===== src/rtl/sport4_pkg.sv =====
package sport4_pkg;
  typedef enum logic [1:0] {
    M_SHIFT   = 2'd0,
    M_ASYNC10 = 2'd1,
    M_FIXED11 = 2'd2,
    M_ASYNC11 = 2'd3
  } sp_mode_e;
endpackage


===== src/rtl/sport4_rate.sv =====
module sport4_rate
  import sport4_pkg::*;
#(
  parameter int M0_DIV = 12,
  parameter int M2_DIV = 64
) (
  input  logic     clk,
  input  logic     rst_n,
  input  sp_mode_e mode,
  input  logic     smod,
  input  logic     ovf,
  output logic     s16_tick,
  output logic     m0_half
);
  localparam int HALF0   = M0_DIV / 2;
  localparam int PRE2    = M2_DIV / 16;
  localparam int CNT_MAX = (HALF0 > PRE2) ? HALF0 : PRE2;
  localparam int CW      = $clog2(CNT_MAX + 1);

  logic [CW-1:0] cnt_q, cnt_d, lim;
  logic          ph_q, ph_d, wrap;

  always_comb begin
    if (mode == M_SHIFT)  lim = CW'(HALF0 - 1);
    else if (smod)        lim = CW'(PRE2 / 2 - 1);
    else                  lim = CW'(PRE2 - 1);
    wrap  = (cnt_q >= lim);
    cnt_d = wrap ? '0 : cnt_q + 1'b1;
    ph_d  = ph_q;
    if (ovf && !smod) ph_d = ~ph_q;
    m0_half = (mode == M_SHIFT) && wrap;
    case (mode)
      M_FIXED11:            s16_tick = wrap;
      M_ASYNC10, M_ASYNC11: s16_tick = ovf && (smod || ph_q);
      default:              s16_tick = 1'b0;
    endcase
  end

  always_ff @(posedge clk or negedge rst_n) begin
    if (!rst_n) begin
      cnt_q <= '0;
      ph_q  <= 1'b0;
    end else begin
      cnt_q <= cnt_d;
      ph_q  <= ph_d;
    end
  end

  AST_M2_TICK_GAP: assert property (@(posedge clk) disable iff (!rst_n)
    (mode == M_FIXED11 && s16_tick) |=> (!s16_tick || mode != M_FIXED11));
endmodule


===== src/rtl/sport4_tx.sv =====
module sport4_tx
  import sport4_pkg::*;
(
  input  logic       clk,
  input  logic       rst_n,
  input  sp_mode_e   mode,
  input  logic       tb8,
  input  logic       s16_tick,
  input  logic       m0_half,
  input  logic       start,
  input  logic [7:0] din,
  output logic       busy,
  output logic       line,
  output logic       sclk,
  output logic       done
);
  logic [10:0] sh_q, sh_d;
  logic [3:0]  sub_q, sub_d, bcnt_q, bcnt_d, last;
  logic        busy_q, busy_d, step, bit_end;

  always_comb begin
    step    = (mode == M_SHIFT) ? m0_half : s16_tick;
    last    = (mode == M_SHIFT) ? 4'd7 : ((mode == M_ASYNC10) ? 4'd9 : 4'd10);
    bit_end = step && ((mode == M_SHIFT) ? sub_q[0] : (sub_q == 4'hF));
    sh_d    = sh_q;
    sub_d   = sub_q;
    bcnt_d  = bcnt_q;
    busy_d  = busy_q;
    done    = 1'b0;
    if (start) begin
      busy_d = 1'b1;
      sub_d  = '0;
      bcnt_d = '0;
      if (mode == M_SHIFT) sh_d = {3'b111, din};
      else                 sh_d = {1'b1, (mode == M_ASYNC10) ? 1'b1 : tb8, din, 1'b0};
    end else if (busy_q && step) begin
      sub_d = sub_q + 1'b1;
      if (bit_end) begin
        sh_d   = {1'b1, sh_q[10:1]};
        bcnt_d = bcnt_q + 1'b1;
        if (bcnt_q == last) begin
          busy_d = 1'b0;
          done   = 1'b1;
        end
      end
    end
  end

  always_ff @(posedge clk or negedge rst_n) begin
    if (!rst_n) begin
      sh_q   <= '1;
      sub_q  <= '0;
      bcnt_q <= '0;
      busy_q <= 1'b0;
    end else begin
      sh_q   <= sh_d;
      sub_q  <= sub_d;
      bcnt_q <= bcnt_d;
      busy_q <= busy_d;
    end
  end

  assign busy = busy_q;
  assign line = busy_q ? sh_q[0] : 1'b1;
  assign sclk = busy_q ? sub_q[0] : 1'b1;

  AST_TX_START_LOW: assert property (@(posedge clk) disable iff (!rst_n)
    (start && mode != M_SHIFT) |=> (line == 1'b0));
  AST_TX_DONE_IDLE: assert property (@(posedge clk) disable iff (!rst_n)
    done |=> !busy);
endmodule


===== src/rtl/sport4_rx.sv =====
module sport4_rx
  import sport4_pkg::*;
(
  input  logic       clk,
  input  logic       rst_n,
  input  sp_mode_e   mode,
  input  logic       ren,
  input  logic       ri,
  input  logic       sm2,
  input  logic       tx_busy,
  input  logic       s16_tick,
  input  logic       m0_half,
  input  logic       rxd,
  output logic       busy,
  output logic       sclk,
  output logic       load,
  output logic [7:0] ld_data,
  output logic       ld_b8
);
  logic [1:0] sy_q, vote_q, vote_d;
  logic [8:0] sh_q, sh_d;
  logic [3:0] sub_q, sub_d, bcnt_q, bcnt_d, last;
  logic       busy_q, busy_d, rxs, maj, nine;

  always_comb begin
    rxs     = sy_q[1];
    maj     = (vote_q[1] & vote_q[0]) | (rxs & (vote_q[1] | vote_q[0]));
    nine    = (mode == M_FIXED11) || (mode == M_ASYNC11);
    last    = nine ? 4'd10 : 4'd9;
    ld_data = nine ? sh_q[7:0] : sh_q[8:1];
    ld_b8   = 1'b0;
    load    = 1'b0;
    sh_d    = sh_q;
    sub_d   = sub_q;
    bcnt_d  = bcnt_q;
    vote_d  = vote_q;
    busy_d  = busy_q;
    if (mode == M_SHIFT) begin
      if (!busy_q) begin
        if (ren && !ri && !tx_busy) begin
          busy_d = 1'b1;
          sub_d  = '0;
          bcnt_d = '0;
        end
      end else if (m0_half) begin
        sub_d = sub_q + 1'b1;
        if (!sub_q[0]) sh_d = {rxs, sh_q[8:1]};
        else begin
          bcnt_d = bcnt_q + 1'b1;
          if (bcnt_q == 4'd7) begin
            busy_d = 1'b0;
            load   = 1'b1;
          end
        end
      end
    end else begin
      if (!busy_q) begin
        if (ren && s16_tick && !rxs) begin
          busy_d = 1'b1;
          sub_d  = '0;
          bcnt_d = '0;
        end
      end else if (s16_tick) begin
        sub_d = sub_q + 1'b1;
        if (sub_q == 4'hF) bcnt_d = bcnt_q + 1'b1;
        if (sub_q == 4'd7 || sub_q == 4'd8) vote_d = {vote_q[0], rxs};
        if (sub_q == 4'd9) begin
          if (bcnt_q == 4'd0) begin
            if (maj) busy_d = 1'b0;
          end else if (bcnt_q == last) begin
            busy_d = 1'b0;
            ld_b8  = nine ? sh_q[8] : maj;
            load   = !ri && !(sm2 && nine && !sh_q[8]);
          end else begin
            sh_d = {maj, sh_q[8:1]};
          end
        end
      end
    end
  end

  always_ff @(posedge clk or negedge rst_n) begin
    if (!rst_n) begin
      sy_q   <= 2'b11;
      vote_q <= 2'b11;
      sh_q   <= '0;
      sub_q  <= '0;
      bcnt_q <= '0;
      busy_q <= 1'b0;
    end else begin
      sy_q   <= {sy_q[0], rxd};
      vote_q <= vote_d;
      sh_q   <= sh_d;
      sub_q  <= sub_d;
      bcnt_q <= bcnt_d;
      busy_q <= busy_d;
    end
  end

  assign busy = busy_q;
  assign sclk = (busy_q && mode == M_SHIFT) ? sub_q[0] : 1'b1;

  AST_RX_NEEDS_REN: assert property (@(posedge clk) disable iff (!rst_n)
    (!ren && !busy_q) |=> !busy_q);
endmodule


===== src/rtl/sport4.sv =====
module sport4
  import sport4_pkg::*;
#(
  parameter int M0_DIV = 12,
  parameter int M2_DIV = 64
) (
  input  logic       clk,
  input  logic       rst_n,
  input  logic       cfg_wr,
  input  logic [7:0] cfg_wdata,
  output logic [7:0] cfg_rdata,
  input  logic       dbl_rate,
  input  logic       ovf_pulse,
  input  logic       tx_wr,
  input  logic [7:0] tx_byte,
  output logic [7:0] rx_byte,
  input  logic       rxd_in,
  output logic       rxd_out,
  output logic       rxd_oe,
  output logic       txd_out
);
  logic [7:0] ctl_q, ctl_d, rbuf_q, rbuf_d, rx_ld_data;
  logic       s16_tick, m0_half, tx_busy, tx_line, tx_sclk, tx_done;
  logic       rx_busy, rx_sclk, rx_load, rx_b8;
  sp_mode_e   mode;

  assign mode = sp_mode_e'(ctl_q[7:6]);

  sport4_rate #(.M0_DIV(M0_DIV), .M2_DIV(M2_DIV)) u_rate (
    .clk(clk), .rst_n(rst_n), .mode(mode), .smod(dbl_rate), .ovf(ovf_pulse),
    .s16_tick(s16_tick), .m0_half(m0_half));

  sport4_tx u_tx (
    .clk(clk), .rst_n(rst_n), .mode(mode), .tb8(ctl_q[3]), .s16_tick(s16_tick),
    .m0_half(m0_half), .start(tx_wr), .din(tx_byte), .busy(tx_busy),
    .line(tx_line), .sclk(tx_sclk), .done(tx_done));

  sport4_rx u_rx (
    .clk(clk), .rst_n(rst_n), .mode(mode), .ren(ctl_q[4]), .ri(ctl_q[0]),
    .sm2(ctl_q[5]), .tx_busy(tx_busy), .s16_tick(s16_tick), .m0_half(m0_half),
    .rxd(rxd_in), .busy(rx_busy), .sclk(rx_sclk), .load(rx_load),
    .ld_data(rx_ld_data), .ld_b8(rx_b8));

  always_comb begin
    ctl_d  = cfg_wr ? cfg_wdata : ctl_q;
    rbuf_d = rbuf_q;
    if (tx_done) ctl_d[1] = 1'b1;
    if (rx_load) begin
      ctl_d[0] = 1'b1;
      if (mode != M_SHIFT) ctl_d[2] = rx_b8;
      rbuf_d = rx_ld_data;
    end
  end

  always_ff @(posedge clk or negedge rst_n) begin
    if (!rst_n) begin
      ctl_q  <= '0;
      rbuf_q <= '0;
    end else begin
      ctl_q  <= ctl_d;
      rbuf_q <= rbuf_d;
    end
  end

  assign cfg_rdata = ctl_q;
  assign rx_byte   = rbuf_q;
  assign rxd_oe    = (mode == M_SHIFT) && tx_busy;
  assign rxd_out   = rxd_oe ? tx_line : 1'b1;
  assign txd_out   = (mode != M_SHIFT) ? tx_line : (tx_busy ? tx_sclk : rx_sclk);

  AST_TI_AFTER_TX: assert property (@(posedge clk) disable iff (!rst_n)
    $fell(tx_busy) |-> ctl_q[1]);
  AST_RI_HOLD: assert property (@(posedge clk) disable iff (!rst_n)
    (ctl_q[0] && !cfg_wr) |=> $stable(rbuf_q));
  AST_RB8_M0_KEEP: assert property (@(posedge clk) disable iff (!rst_n)
    (mode == M_SHIFT && !cfg_wr) |=> $stable(ctl_q[2]));
endmodule


===== config.mk =====
export PLATFORM = sky130hd
export DESIGN_NAME = sport4
export DESIGN_NICKNAME = d
export VERILOG_FILES = /design/src/rtl/sport4_pkg.sv /design/src/rtl/sport4_rate.sv /design/src/rtl/sport4_tx.sv /design/src/rtl/sport4_rx.sv /design/src/rtl/sport4.sv
export SDC_FILE = /design/constraint.sdc
export NUM_CORES = 1
export LEC_CHECK = 0
export ABC_AREA = 1
export CAP_MARGIN = 5
export CELL_PAD_IN_SITES_DETAIL_PLACEMENT = 0
export CELL_PAD_IN_SITES_GLOBAL_PLACEMENT = 1
export CORE_ASPECT_RATIO = 1.1
export CORE_MARGIN = 2
export CORE_UTILIZATION = 37
export DETAILED_ROUTE_END_ITERATION = 10
export PLACE_DENSITY = 0.75
export SYNTH_ARGS = -nofsm -noshare
export SYNTH_HDL_FRONTEND = slang
export SYNTH_SLANG_ARGS = --single-unit

===== constraint.sdc =====
create_clock -name clk -period 2.3 [get_ports clk]
set_input_delay 0.46 -clock clk [delete_from_list [all_inputs] [get_ports clk]]
set_output_delay 0.46 -clock clk [all_outputs]
set_load 0.01 [all_outputs]

## Yosys cells after proc, flatten, opt, wreduce, memory -nomap -nowiden

Cells that the tools add are included.

| word-level totals | value |
|---|---|
| bits in registers | 62 |
| logic and storage cells | 181 |

| operators by class | value |
|---|---|
| add/sub/neg operators | 5 |
| eq/ne operators | 20 |
| magnitude comparators | 1 |
| muxes and demuxes | 91 |
| reduce and logical (&&, ||, !) cells | 41 |
| bitwise operators | 6 |

Operators with widths:

| cell | count |
|---|---|
| 9-bit two-way mux | 9 |
| 4-bit two-way mux | 20 |
| 1-bit two-way mux | 50 |
| 11-bit two-way mux | 3 |
| 4-bit by 1-bit adder with 4-bit output (second input constant) | 4 |
| 4-bit equality test (second input constant) | 4 |
| 2-bit nonzero test | 8 |
| 1-bit logical AND | 14 |
| 10-bit two-way mux | 1 |
| 3-bit two-way mux | 3 |
| 4-bit by 3-bit equality test with 1-bit output (second input constant) | 2 |
| 4-bit equality test | 2 |
| 8-bit two-way mux | 1 |
| 4-bit AND reduction | 2 |
| 7-bit AND reduction | 1 |
| 1-bit zero test | 6 |
| 2-bit two-way mux | 3 |
| 2-bit != test (second input constant) | 3 |
| 3-bit by 2-bit != test with 1-bit output (second input constant) | 2 |
| 3-bit != test (second input constant) | 2 |
| 6-bit AND reduction | 1 |
| 2-bit equality test (second input constant) | 2 |
| 4-bit zero test | 1 |
| 3-bit by 1-bit adder with 3-bit output (second input constant) | 1 |
| 14 further kinds | 19 |

## Longest topological paths before layout

| logic depth | value |
|---|---|
| depth in word-level cells | 13 |
| mapped depth | 16 |

## By module

Synthesis repeated with hierarchy kept, for this count alone.

| second synthesis, totals | value |
|---|---|
| cells, all modules | 489 |
| area, all modules | 3718.6 um^2 |

By module, submodules not included:

| module | cells an instance | instances | area each (um^2) |
|---|---|---|---|
| sport4_rx | 206 | 1 | 1473.9 |
| sport4_tx | 171 | 1 | 1298.7 |
| sport4 | 85 | 1 | 703.2 |
| sport4_rate | 27 | 1 | 242.7 |

## Worst setup path before layout

No wires, ideal clock.

| timing | value |
|---|---|
| path type | register -> register |
| from | reg ctl_q[7] (netlist: cfg_rdata[7]) |
| to | reg rbuf_q[0] (netlist: rx_byte[0]) |
| slack | -49 ps |
| arrival time | 2232 ps |
| buffers on the path | 3 |
| cell stages (with the launch flop) | 17 |
| required time | 2183 ps |
| setup time | 117 ps |
| period minus slack after synthesis | 2349 ps |
| path through | dfrtp_1 -> buf_6 -> nor2_8 -> inv_2 -> buf_2 -> nand2_1 -> ha_1 -> nand3_1 -> nand3_1 -> nand2_2 -> nand2_1 -> nand2_1 -> inv_1 -> nand2_1 -> buf_4 -> nand3_1 -> nand2_1 |

| on the way | value |
|---|---|
| longest elaborated chain between the ends | 12 |

RTL lines:

| element | RTL line | text |
|---|---|---|
| start, declared | sport4.sv:22 | `logic [7:0] ctl_q, ctl_d, rbuf_q, rbuf_d, rx_ld_data;` |
| start signal, assigned | sport4.sv:60 | `ctl_q <= ctl_d;` |
| branches (longest 12 deep; another with 4-bit equality test) | -- |  |
| end signal, assigned | sport4.sv:61 | `rbuf_q <= rbuf_d;` |
| end, declared | sport4.sv:22 |  |

Parallel ways; which one is timed is not known.
A chain may end at the register's enable or synchronous reset.

## Worst setup path in the final report

| timing | value |
|---|---|
| from | reg ctl_q[6] (netlist: cfg_rdata[6]) |
| to | out rxd_oe |

| on the way | value |
|---|---|
| longest elaborated chain between the ends | 2 |

RTL lines:

| element | RTL line | text |
|---|---|---|
| 2-bit zero test | sport4.sv:67 | `assign rxd_oe = (mode == M_SHIFT) && tx_busy;` |
| 1-bit logical AND | sport4.sv:67 |  |
| end, declared | sport4.sv:19 | `output logic rxd_oe,` |

Every way passes these cells.

==> metrics.txt <==
Syn-to-layout area delta=23.3%; Comb power frac=32.0%; Antenna Cells=0; Yosys cell types=36; Primary FF master, synth=dfrtp_1; RR Endpoint=u_tx.bcnt_q[2]; largest net degree at the start of global routing=62; Post-DP HPWL=5.82 mm; hold buffer count at CTS=0; switch share=36.8%; drt first pass iters=4; Seq/Total Area, Yosys=44.5%; crit path from=cfg_rdata[6]; outcome=complete, no violations; Setup crit end kind=output pin; #FFs+latches synth=61; WL final=8.02 mm; EDFF count, synth=0; Synth Instances=441; core region area=9210 µm²; DIE WIDTH=96.3 µm; Total Power=3.66 mW; Reg2Reg Depth=12; first-pass GRT wire length=14.1 mm; fmax=0.456 GHz; number of slew-limit violations in the final report=0; PD cells=857 nW/µm²; dpl cell area=4060 µm²; CP arrival=1.73 ns; vias per cell=4.82; Synth area leaders=dfrtp_1, nand2_1, dfstp_2; IO Pins=42; Max-slew headroom=73.0%; total CTS buffers=9; gpl congestion=0.834; Final Hold Fails=0; Worst Tran Pin Value=0.400 ns; Avg WL per Cell=13.0 µm; syn avg cell area=7.86 µm²; Critical Path Source Type=register; Layout Cells excl Fill=617; post-route ant nets=0; die area=10200 µm²; crit path to=rxd_oe; Clk pwr share=26.7%; cell with the most instances after synthesis=nand2_1; Int Pwr=2.31 mW; Synth Warn #=0; Min Hold Slack=0.0909 ns; Rows=37; fraction of layout cells with a size suffix above 1=16.2%; unrepaired setup endpoints after global routing=false; syn_nets=474; total gr overflow=0; placed insts=599; Nets=528; sequential fraction of design power=41.2%; global router's overall resource usage=18.0%; Max VDD drop=0.000447 V; H-tree depth=3; setup_tns=0 ns; Fillers=918; Worst EP required=1.84 ns; Post-Route Skew=0.00991 ns; initial cell density of the core=37.6%; First DRT Iteration DRCs=92; Critical R2R Launch=cfg_rdata[6]; crit share post-route=95.4%; Final setup viols=0; Max FO, Critical Path=4; Psw=1.35 mW; port bufs=41; Pleak=2.09 nW; asr flop ratio synth=100%; routed vias=2972; vias in the first global route=2873; Post-synth top cells=nand2_1, dfrtp_1, inv_1, o21ai_0, nand3_1; CTS tree=built; Die Span Y=106 µm; R2R Setup Slk=0.29 ns; DR DRC count=0; Root Buffer Master=clkbuf_8; final core utilization=46.4%; worst slack, placed=-0.0480 ns; Syn Std Cell Area=3470 µm²; Max-Cap Viols=0; crit path time final=2.19 ns; worst-case clock buffer depth=2; initial antenna violation count=0; Yosys top cell area share=33.9%; Synth area leader=dfrtp_1; post-route setup slack=0.106 ns; HP Class=primary input to asynchronous set/reset pin; worst-skew pair later-pin latency=0.36 ns; Worst-path clk slew=0.08 ns; critical setup path kind=register to output pin; clk sink count=61; fin area=4280 µm²
-- worst min path at each step --
| stage | end | startpoint | slack (ns) |
|---|---|---|---|
| 3_3_place_gp | u_rx.sy_q[1] | u_rx.sy_q[0] | 0.35 |
| 4_1_cts | u_tx.sub_q[2] | rst_n | 0.11 |
| 6_report | u_rx.sub_q[1] | rst_n | 0.09 |
| 3_5_place_dp | u_rx.sy_q[1] | u_rx.sy_q[0] | 0.35 |
| 5_1_grt | u_rx.sub_q[2] | rst_n | 0.11 |
| 2_1_floorplan | cfg_rdata[0] | rst_n | 0.16 |
-- placed cells by master (no fill, tap or decap), drive strengths merged, types with 2 or more instances in the layout --
master / n
clkbuf: 9
o21ai: 53
dfstp: 14
xnor2: 3
dfrtp: 47
nand2: 139
or2: 2
xor2: 6
nand4: 5
nand3: 38
nor3: 4
clkdlybuf4s50: 39
nor2: 34
a21oi: 8
buf: 23
inv: 46
ha: 10
clkinv: 5
o22ai: 7
-- state kept, by name (all words and copies together), names as in the netlist --
name / count
u_tx.sh_q: 10
cfg_rdata: 8
u_rx.vote_q: 2
u_rate.ph_q: 1
rx_byte: 8
u_rx.bcnt_q: 4
u_rx.sub_q: 4
u_rx.busy: 1
u_tx.sub_q: 4
u_rx.sh_q: 9
u_tx.busy: 1
u_rx.sy_q: 2
u_rate.cnt_q: 3
u_tx.bcnt_q: 4
-- power groups by stage --
stage | sequential [mW] | combinational, mW | clock, mW
floorplan | 1.49 | 0.825 | 0
global placement | 1.53 | 1.17 | 0
detailed placement | 1.53 | 1.18 | 0
CTS | 1.51 | 1.19 | 1.01
global route | 1.55 | 1.37 | 1.06
finish | 1.51 | 1.17 | 0.980
-- logic make-up after synthesis --
logic type | after synthesis | share of synthesized area [%]
AND/OR/NAND/NOR | 223 | 28.4
AO/OA/AOI/OAI | 72 | 12.1
buffers and inverters | 65 | 8.77
flip-flops | 61 | 44.5
adder cells (fa/ha/maj) | 10 | 3.61
XOR/XNOR | 9 | 2.27
multiplexers | 1 | 0.289
-- layout make-up --
cell class                 count  area [µm²]  area share, %
timing repair buffer          63         594           13.9
sequential                    61        1540           36.1
multi-input combinational    315        1620           38.0
clock inverter                 7        75.1           1.76
tap                          117         146           3.42
inverter                      45         169           3.95
clock buffer                   9         124           2.90
-- critical path, cell delays in order (launching register included) --
cell             delay [ns]
dfrtp_1                0.44
nor2_8                 0.16
inv_2                  0.07
nor2_1                 0.12
clkdlybuf4s50_1        0.58
-- routing by layer --
layer	vias up	routed length, µm	share of wire, %	GRT usage (%)
met2	47	3780	47	26.3
met3	15	318	4.0	5.36
met5	-	0	0	0
met1	1384	3780	47	24.8
met4	0	139	1.7	7.14
li1	1526	-	-	-
-- repair_timing --
action                                  CTS  global route
setup buffers                             2             0
gates resized for setup                   2             0
endpoints found under the setup margin    2             0
No activity file was read; power rests on OpenSTA's default activity.
